**src/rtl/bank_unlock_pkg.sv**
```systemverilog
package bank_unlock_pkg;

  localparam int NIB_W = 4;

  typedef struct packed {
    logic advance;
    logic resync;
    logic abort;
    logic commit;
  } unlockStrobes_t;

endpackage

```
**src/rtl/bank_unlock_ctrl.sv**
```systemverilog
module bank_unlock_ctrl
  import bank_unlock_pkg::*;
#(
  parameter logic [63:0] PATTERN     = 64'h5A3C_96E1_4B72_C4E8,
  parameter int          NUM_STEPS   = 16,
  parameter int          EXACT_STEPS = 11,
  localparam int         STEP_W      = $clog2(NUM_STEPS)
) (
  input  logic              clk,
  input  logic              rstN,
  input  logic              readStb,
  input  logic [NIB_W-1:0]  addrNib,
  input  logic [STEP_W-1:0] stepIdx,
  output unlockStrobes_t    strb,
  output logic              armed
);

  logic [NIB_W-1:0] expNib;
  logic             stepMatch;
  logic             isResyncNib;
  logic             lastStep;

  always_comb begin
    expNib = '0;
    for (int i = 0; i < NUM_STEPS; i++) begin
      if (stepIdx == STEP_W'(i)) expNib = PATTERN[(NUM_STEPS-1-i)*NIB_W +: NIB_W];
    end
  end

  assign isResyncNib = (addrNib == '1);
  assign lastStep    = (stepIdx == STEP_W'(NUM_STEPS-1));

  always_comb begin
    if (stepIdx < STEP_W'(EXACT_STEPS)) stepMatch = (addrNib == expNib);
    else                                stepMatch = (addrNib[NIB_W-1:1] == expNib[NIB_W-1:1]);
  end

  always_comb begin
    strb = '0;
    if (readStb) begin
      if (armed && stepMatch) begin
        strb.advance = 1'b1;
        strb.commit  = lastStep;
      end else if (isResyncNib) begin
        strb.resync = 1'b1;
      end else if (armed) begin
        strb.abort = 1'b1;
      end
    end
  end

  always_ff @(posedge clk) begin
    if (!rstN)                         armed <= 1'b0;
    else if (strb.resync)              armed <= 1'b1;
    else if (strb.commit || strb.abort) armed <= 1'b0;
  end

  initial begin
    p_first_step_not_resync_r3: assert (PATTERN[NUM_STEPS*NIB_W-1 -: NIB_W] != '1);
  end

  p_idle_ignores_r8: assert property (@(posedge clk) disable iff (!rstN)
    (!armed && readStb && !isResyncNib) |=> !armed);

  p_resync_arms_r3: assert property (@(posedge clk) disable iff (!rstN)
    (readStb && isResyncNib && !(armed && stepMatch)) |=> armed);

  p_no_strobe_no_change_r2: assert property (@(posedge clk) disable iff (!rstN)
    !readStb |=> $stable(armed));

endmodule

```
**src/rtl/bank_unlock_dp.sv**
```systemverilog
module bank_unlock_dp
  import bank_unlock_pkg::*;
#(
  parameter int  NUM_STEPS   = 16,
  parameter int  EXACT_STEPS = 11,
  localparam int STEP_W      = $clog2(NUM_STEPS),
  localparam int CODE_W      = NUM_STEPS - EXACT_STEPS,
  localparam int BANK_W      = CODE_W - 1,
  localparam int NUM_BANKS   = 2 ** BANK_W
) (
  input  logic                 clk,
  input  logic                 rstN,
  input  logic [NIB_W-1:0]     addrNib,
  input  unlockStrobes_t       strb,
  output logic [STEP_W-1:0]    stepIdx,
  output logic [NUM_BANKS-1:0] bankEn
);

  logic [CODE_W-1:0]    codeAcc;
  logic [CODE_W-1:0]    finalCode;
  logic [NUM_BANKS-1:0] decoded;
  logic                 inCodeSteps;

  assign inCodeSteps = (stepIdx >= STEP_W'(EXACT_STEPS));
  assign finalCode   = {codeAcc[CODE_W-2:0], addrNib[0]};

  always_ff @(posedge clk) begin
    if (!rstN)                            stepIdx <= '0;
    else if (strb.resync || strb.abort)   stepIdx <= '0;
    else if (strb.advance)                stepIdx <= strb.commit ? '0 : stepIdx + 1'b1;
  end

  always_ff @(posedge clk) begin
    if (!rstN)                                 codeAcc <= '0;
    else if (strb.resync)                      codeAcc <= '0;
    else if (strb.advance && inCodeSteps)      codeAcc <= finalCode;
  end

  generate
    for (genvar g = 0; g < NUM_BANKS; g++) begin : g_dec
      assign decoded[g] = !finalCode[CODE_W-1] && (finalCode[BANK_W-1:0] == BANK_W'(g));
    end
  endgenerate

  always_ff @(posedge clk) begin
    if (!rstN)            bankEn <= '0;
    else if (strb.commit) bankEn <= decoded;
  end

  p_onehot_r7: assert property (@(posedge clk) disable iff (!rstN) $onehot0(bankEn));

  p_hold_r8: assert property (@(posedge clk) disable iff (!rstN)
    !strb.commit |=> $stable(bankEn));

  p_commit_last_r7: assert property (@(posedge clk) disable iff (!rstN)
    strb.commit |-> (stepIdx == STEP_W'(NUM_STEPS-1)));

  p_step_adv_r4: assert property (@(posedge clk) disable iff (!rstN)
    (strb.advance && !strb.commit) |=> (stepIdx == $past(stepIdx) + 1'b1));

  p_after_commit_r9: assert property (@(posedge clk) disable iff (!rstN)
    strb.commit |=> (stepIdx == '0));

endmodule

```
**src/rtl/bank_unlock.sv**
```systemverilog
module bank_unlock
  import bank_unlock_pkg::*;
#(
  parameter logic [63:0] PATTERN     = 64'h5A3C_96E1_4B72_C4E8,
  parameter int          NUM_STEPS   = 16,
  parameter int          EXACT_STEPS = 11,
  localparam int         STEP_W      = $clog2(NUM_STEPS),
  localparam int         NUM_BANKS   = 2 ** (NUM_STEPS - EXACT_STEPS - 1)
) (
  input  logic                 clk,
  input  logic                 rstN,
  input  logic                 readStb,
  input  logic [3:0]           addrNib,
  output logic [NUM_BANKS-1:0] bankEn
);

  unlockStrobes_t    strb;
  logic [STEP_W-1:0] stepIdx;
  logic              armed;

  bank_unlock_ctrl #(
    .PATTERN(PATTERN), .NUM_STEPS(NUM_STEPS), .EXACT_STEPS(EXACT_STEPS)
  ) u_ctrl (
    .clk(clk), .rstN(rstN), .readStb(readStb), .addrNib(addrNib),
    .stepIdx(stepIdx), .strb(strb), .armed(armed)
  );

  bank_unlock_dp #(
    .NUM_STEPS(NUM_STEPS), .EXACT_STEPS(EXACT_STEPS)
  ) u_dp (
    .clk(clk), .rstN(rstN), .addrNib(addrNib), .strb(strb),
    .stepIdx(stepIdx), .bankEn(bankEn)
  );

  p_quiet_bus_r2: assert property (@(posedge clk) disable iff (!rstN)
    !readStb |=> $stable(bankEn));

endmodule

```
**config.mk**
```make
export PLATFORM = sky130hd
export DESIGN_NAME = bank_unlock
export DESIGN_NICKNAME = d
export VERILOG_FILES = /design/src/rtl/bank_unlock_pkg.sv /design/src/rtl/bank_unlock_ctrl.sv /design/src/rtl/bank_unlock_dp.sv /design/src/rtl/bank_unlock.sv
export SDC_FILE = /design/constraint.sdc
export NUM_CORES = 1
export LEC_CHECK = 0
export ABC_AREA = 1
export BUFFER_PORTS_ARGS = -buffer_cell sky130_fd_sc_hd__buf_2
export CAP_MARGIN = 25
export CORE_MARGIN = 8
export CORE_UTILIZATION = 50
export CTS_BUF_LIST = sky130_fd_sc_hd__clkbuf_8
export DETAILED_ROUTE_END_ITERATION = 10
export PLACE_DENSITY_LB_ADDON = 0.1
export SYNTH_ARGS = -nofsm -noshare
export SYNTH_HDL_FRONTEND = slang
export SYNTH_SLANG_ARGS = --single-unit
export TNS_END_PERCENT = 10
```
**constraint.sdc**
```tcl
create_clock -name clk -period 6.35 [get_ports clk]
set_input_delay 0.635 -clock clk [delete_from_list [all_inputs] [get_ports clk]]
set_output_delay 0.635 -clock clk [all_outputs]
set_load 0.05 [all_outputs]
```
# --- Word level (Yosys, flattened, before mapping) ---
# Cells that the tools add are included.
classes:
  n_addsub: 1
  multipliers: 0
  div_mod_pow: 0
  magnitude_cmp: 2
  eq_ne: 33
  n_shift: 0
  mux: 27
  bitwise_logic: 1
  n_reduce_logical: 26
op_table:
  columns: ["op", "n"]
  rows:
  - ["equality test 4 bit (second input constant)", 17]
  - ["two-way mux 4 bit", 17]
  - ["equality test 4 x 3 -> 1 bit (second input constant)", 8]
  - ["logical AND 1 bit", 18]
  - ["equality test 4 x 2 -> 1 bit (second input constant)", 4]
  - ["equality test 4 x 1 -> 1 bit (second input constant)", 2]
  - ["logical NOT 4 bit", 2]
  - ["two-way mux 1 bit", 8]
  - ["adder 4 x 1 -> 4 bit (second input constant)", 1]
  - ["equality test 4 bit", 1]
  - [">= comparator 4 bit (second input constant)", 1]
  - ["less-than comparator 4 bit (second input constant)", 1]
  - ["OR reduction 2 bit", 2]
  - ["equality test 3 bit", 1]
  - ["two-way mux 3 bit", 1]
  - ["logical OR 1 bit", 2]
  - ["two-way mux 2 bit", 1]
  - ["nonzero test 2 bit", 1]
  - ["logical NOT 1 bit", 1]
  - ["inverter 1 bit", 1]
word_totals:
  reg_bits: 25
  latchBits: 0
  ramBits: 0
  rom_bits: 0
  out_inout_bits: 16
  elab_cells: 94
  n_memories: 0

# --- Logic depth before layout (Yosys ltp) ---
logic_depth:
  word_depth: 25
  ltp_mapped: 23

# --- Modules after synthesis ---
# Synthesis repeated with hierarchy kept, for this count alone.
unflattened:
  hier_cells: 210
  hier_area_um2: 1340.0
by_module_without_submodules:
  columns: ["mod", "instances", "cells_per_inst", "area_per_inst_um2", "seq_area_each_um2"]
  rows:
  - ["bank_unlock_dp", 1, 140, 1024.7, 480.5]
  - ["bank_unlock_ctrl", 1, 70, 315.3, 20.0]

# --- Worst setup path after synthesis ---
# No wires, ideal clock.
synth_timing:
  path_type: "register to register"
  start: "reg u_dp.stepIdx[0]"
  end: "reg u_dp.bankEn[0]"
  setup_ps: 113
  t_arrival_ps: 2077
  required_ps: 6237
  slack_ps: 4160
  path_stages_with_launch: 22
  n_path_buf: 1
  cell_sequence: "dfxtp_1 inv_1 ha_1 inv_1 nand3_1 nand3_1 nand2_1 nand2_1 nand2_1 nand2_1 nand2_1 nand2_1 nand2_1 nand3_1 nand2_1 nor2_2 o21ai_2 nor2_4 buf_2 nand4_1 nand2_1 nor2_1"
synth_between:
  elab_chain_cells: 22
  elab_cells_between_ends: 39
  classes_between: "order compare (1); eq/ne (17); mux (19); reduce/logical (2)"
synth_lines:
  columns: ["element", "line_no", "rtl"]
  rows:
  - ["start, declared", "bank_unlock_dp.sv:15", "output logic [STEP_W-1:0] stepIdx,"]
  - ["start signal, assigned", "bank_unlock_dp.sv:30", "else if (strb.advance) stepIdx <= strb.commit ? '0 : stepIdx + 1'b1;"]
  - ["logical NOT 4 bit", "bank_unlock_ctrl.sv:26", "if (stepIdx == STEP_W'(i)) expNib = PATTERN[(NUM_STEPS-1-i)*NIB_W +: NIB_W];"]
  - ["two-way mux 3 bit", "bank_unlock_ctrl.sv:26", null]
  - ["two-way mux 4 bit (15 in a row)", "bank_unlock_ctrl.sv:26", null]
  - ["equality test 4 bit or equality test 3 bit (tied branches)", "bank_unlock_ctrl.sv:34, bank_unlock_ctrl.sv:35", null]
  - ["two-way mux 1 bit", "bank_unlock_ctrl.sv:34", "if (stepIdx < STEP_W'(EXACT_STEPS)) stepMatch = (addrNib == expNib);"]
  - ["logical AND 1 bit", "bank_unlock_ctrl.sv:41", "if (armed && stepMatch) begin"]
  - ["two-way mux 1 bit (*)", "bank_unlock_ctrl.sv:41", null]
  - ["two-way mux 4 bit (*)", "bank_unlock_ctrl.sv:40", "if (readStb) begin"]
  - ["end signal, assigned", "bank_unlock_dp.sv:47", "else if (strb.commit) bankEn <= decoded;"]
  - ["end, declared", "bank_unlock_dp.sv:16", "output logic [NUM_BANKS-1:0] bankEn"]
# Mark *: on every way between the ends. The rest lies on a longest branch, timed or not.
# A chain may end at the register's enable or synchronous reset.

# --- Worst setup path after layout ---
layout_timing:
  start: "reg u_dp.stepIdx[0]"
  end: "reg u_dp.bankEn[15]"
# Same word-level chain as after synthesis.

==> flow_metrics.py <==
metrics = {
    "status": {
        "outcome": "completed",
    },
    "critical_path": {
        "rr_worst_depth": 15,
        "cpPeakStageDelay_ns": 0.40,
        "cpMostUsedCell": "nand2_1",
        "slowest_stage": "dfxtp_1",
        "r2r_slack_ns": 3.51,
        "worst_ep_arrival_time_ns": 3.06,
        "cp.required_ns": 6.57,
        "path_buf_inv": 3,
        "crit_fanout": 22,
        "crit_type": "flop to flop",
        "endpoint_kind": "flop",
        "r2r-end": "u_dp.bankEn[15]",
        "cp-start-kind": "flop",
        "critPathTopFamily": "simple AND/OR/NAND/NOR gates",
        "path_cells": "ha_1 -> inv_1 -> nor2_4 -> inv_1 -> nand2_1 -> nand2_1 -> nand2_1 -> nand3_1 -> nor2_2 -> o21ai_2 -> nor2_4 -> nand3_2 -> clkinv_2 -> nor2_1 -> nor2_1",
        "timing.rr.start": "u_dp.stepIdx[0]",
    },
    "sta": {
        "tns_ns": 0,
        "fin_crit_ns": 2.84,
        "fmax_mhz": 352,
        "drv_slew": 0,
        "fin_ws_ns": 3.51,
        "tightest_slew_ns": 0.461,
        "rsz0062_at_grt": "no",
        "final-setup-viol-count": 0,
        "skew_ns": 0.00435,
        "period_share_pct": 44.7,
        "fin_hold_ws_ns": 0.472,
        "final-hold-violation-count": 0,
        "maxSlewHeadroom_pct": 69.0,
    },
    "yosys": {
        "synthSimpleGateAreaFrac_pct": 48.4,
        "synth_top_family_by_area": "simple AND/OR/NAND/NOR gates",
        "netlist_area_um2": 1600,
        "yosysWarningCount": 0,
        "synthAdderAreaFrac_pct": 3.13,
        "synth_most_common_cell": "nand2_1",
        "ys_ff_latch": 25,
        "synth_area_leaders": "dfxtp_1, nand2_1, nor2_1",
        "synth_edf_count": 0,
        "ys.flop_type": "dfxtp_1",
        "synth_compound_area_share_pct": 6.11,
        "yosys-mux-area-fraction_pct": 0,
        "synth-xor-area-share_pct": 1.64,
        "yosysTopAreaCell": "dfxtp_1",
        "synth_cell_types": 27,
        "seq_area_frac_synth_pct": 31.3,
        "synth_nets": 269,
        "syn_area_per_cell_um2": 6.19,
        "synth_top_area_share_pct": 31.3,
        "ys_async_sr_fraction_pct": 0,
        "synthCells": 258,
        "synth_common_cells": "nand2_1, nor2_1, dfxtp_1, inv_1, nand4_1",
    },
    "detailed_routing": {
        "via_per_inst": 4.98,
        "drtIter0Drc": 67,
        "drc": 0,
        "routedWlPerCell_um": 10.9,
        "detailroute.via_count": 1590,
        "ant_nets": 0,
        "drt-pass1-iter-count": 4,
        "wl_mm": 3.48,
    },
    "power_and_ir_drop": {
        "power_mw": 0.270,
        "p_per_area_nw_per_um2": 153,
        "power.leakage_nw": 0.812,
        "ir_drop_v": 0.0000986,
    },
    "floorplan": {
        "io-pin-count": 23,
        "core-area_um2": 3050,
        "die_w_um": 72.5,
        "dieArea_um2": 5260,
        "die_y_um": 72.5,
        "num_rows": 20,
        "start_util_pct": 52.3,
    },
    "clocking": {
        "ctsHoldBuffers": 0,
        "cts-htree-levels": 1,
        "cts-root-buf": "clkbuf_8",
        "cts_made_buffers": 3,
        "clk-insertion-delay-late_ns": 0.28,
        "clk_pin_slew_ns": 0.09,
        "numClockSinks": 25,
        "postCtsSetupRepairBufs": 0,
        "cts_resized": 0,
        "tritoncts": "built",
        "clk_path_buf_depth": 2,
    },
    "placed_design": {
        "hpwl_mm": 2.69,
        "place_ws_ns": 3.53,
        "io_buffer_count": 22,
        "gp_congestion": 0.911,
        "placed_area_um2": 1720,
    },
    "global_route": {
        "grtUsageTotal_pct": 14.0,
        "use_met2_pct": 22.0,
        "use_met1_pct": 18.3,
        "grt_antenna_before_repair": 0,
        "grt_overflow_total": 0,
        "grt_pass1_wl_mm": 6.20,
        "grt_busiest_layer": "met2",
        "grt_max_degree": 25,
        "use_met3_pct": 2.62,
        "first_global_vias": 1440,
    },
    "cells_and_area": {
        "syn_to_final_growth_pct": 10.4,
        "drive_gt1_share_pct": 13.5,
        "nNetsFinal": 287,
        "fill_cells": 357,
        "fin_area_um2": 1760,
        "diodes": 0,
    },
    "hold_path": {
        "min_from": "u_dp.bankEn[6]",
        "min_path_type": "flop to flop",
        "hold_depth": 2,
        "min_to": "u_dp.bankEn[6]",
    },
    "run": {
        "maxCapViolCount": 0,
    },
}
[worst max-delay path by stage]
stage | from | cells past startpoint | endpoint | slack, ns
finish | u_dp.stepIdx[0] | 15 | u_dp.bankEn[15] | 3.51
global route | u_dp.stepIdx[0] | 15 | u_dp.bankEn[14] | 3.04
CTS | u_dp.stepIdx[0] | 15 | u_dp.bankEn[15] | 3.49
detailed placement | u_dp.stepIdx[0] | 15 | u_dp.bankEn[15] | 3.53
global placement | u_dp.stepIdx[0] | 21 | u_dp.bankEn[13] | 3.63
floorplan | u_dp.stepIdx[0] | 21 | u_dp.bankEn[0] | 4.16
[layout by cell type (no fill, tap or decap), drive strengths merged]
cell | netlist | routed
a21oi | 10 | 10
buf | 6 | 22
clkbuf | 3 | 3
clkinv | 1 | 1
clkinvlp | 0 | 1
dfxtp | 25 | 25
ha | 4 | 4
inv | 26 | 26
nand2 | 79 | 79
nand3 | 19 | 19
nand4 | 22 | 22
nor2 | 48 | 48
nor3 | 4 | 4
nor4 | 1 | 1
o211ai | 2 | 2
o21ai | 4 | 4
o221ai | 1 | 1
xor2 | 3 | 3
[layer usage]
layer / up-vias / routed length [µm]
li1: 866 / -
met1: 696 / 1780
met2: 23 / 1530
met3: 5 / 125
met4: 0 / 45
met5: - / 0
[where the power goes]
part / switching (mW) / internal [mW] / leakage (nW)
combinational: 0.0110 / 0.00454 / 0.589
sequential: 0.000124 / 0.157 / 0.201
clock: 0.0531 / 0.0446 / 0.0217
[final cells by class]
type | instances | area [µm²] | share of cell area (%)
multi-input combinational | 197 | 947 | 53.7
sequential | 25 | 500 | 28.4
timing repair buffer | 22 | 110 | 6.24
inverter | 27 | 103 | 5.82
tap | 44 | 55.1 | 3.12
clock buffer | 3 | 41.3 | 2.34
clock inverter | 1 | 7.51 | 0.426
[worst register-to-register path: stages, from the launching register on]
cell      delay [ns]
dfxtp_1         0.40
ha_1            0.28
inv_1           0.14
nor2_4          0.37
inv_1           0.20
nand2_1         0.10
nand2_1         0.05
nand2_1         0.05
nand3_1         0.08
nor2_2          0.14
o21ai_2         0.10
nor2_4          0.36
nand3_2         0.14
clkinv_2        0.21
nor2_1          0.07
nor2_1          0.09
[state kept, by name, summed over array words and instances, names as in the netlist]
register,flops
u_dp.bankEn,16
u_dp.codeAcc,4
u_dp.stepIdx,4
u_ctrl.armed,1
[cell families (layout without fill, tap and decap cells)]
family / Yosys count / after routing
AND/OR/NAND/NOR: 173 / 173
AO/OA/AOI/OAI: 17 / 17
flip-flops: 25 / 25
adder cells (fa/ha/maj): 4 / 4
buffers and inverters: 36 / 53
XOR/XNOR: 3 / 3
[stage by stage]
step	util, %	std cells
floorplan	-	258
global placement	56.2	315
detailed placement	56.2	315
CTS	57.8	319
global route	57.8	319
finish	57.8	319
No activity file was read; power rests on OpenSTA's default activity.
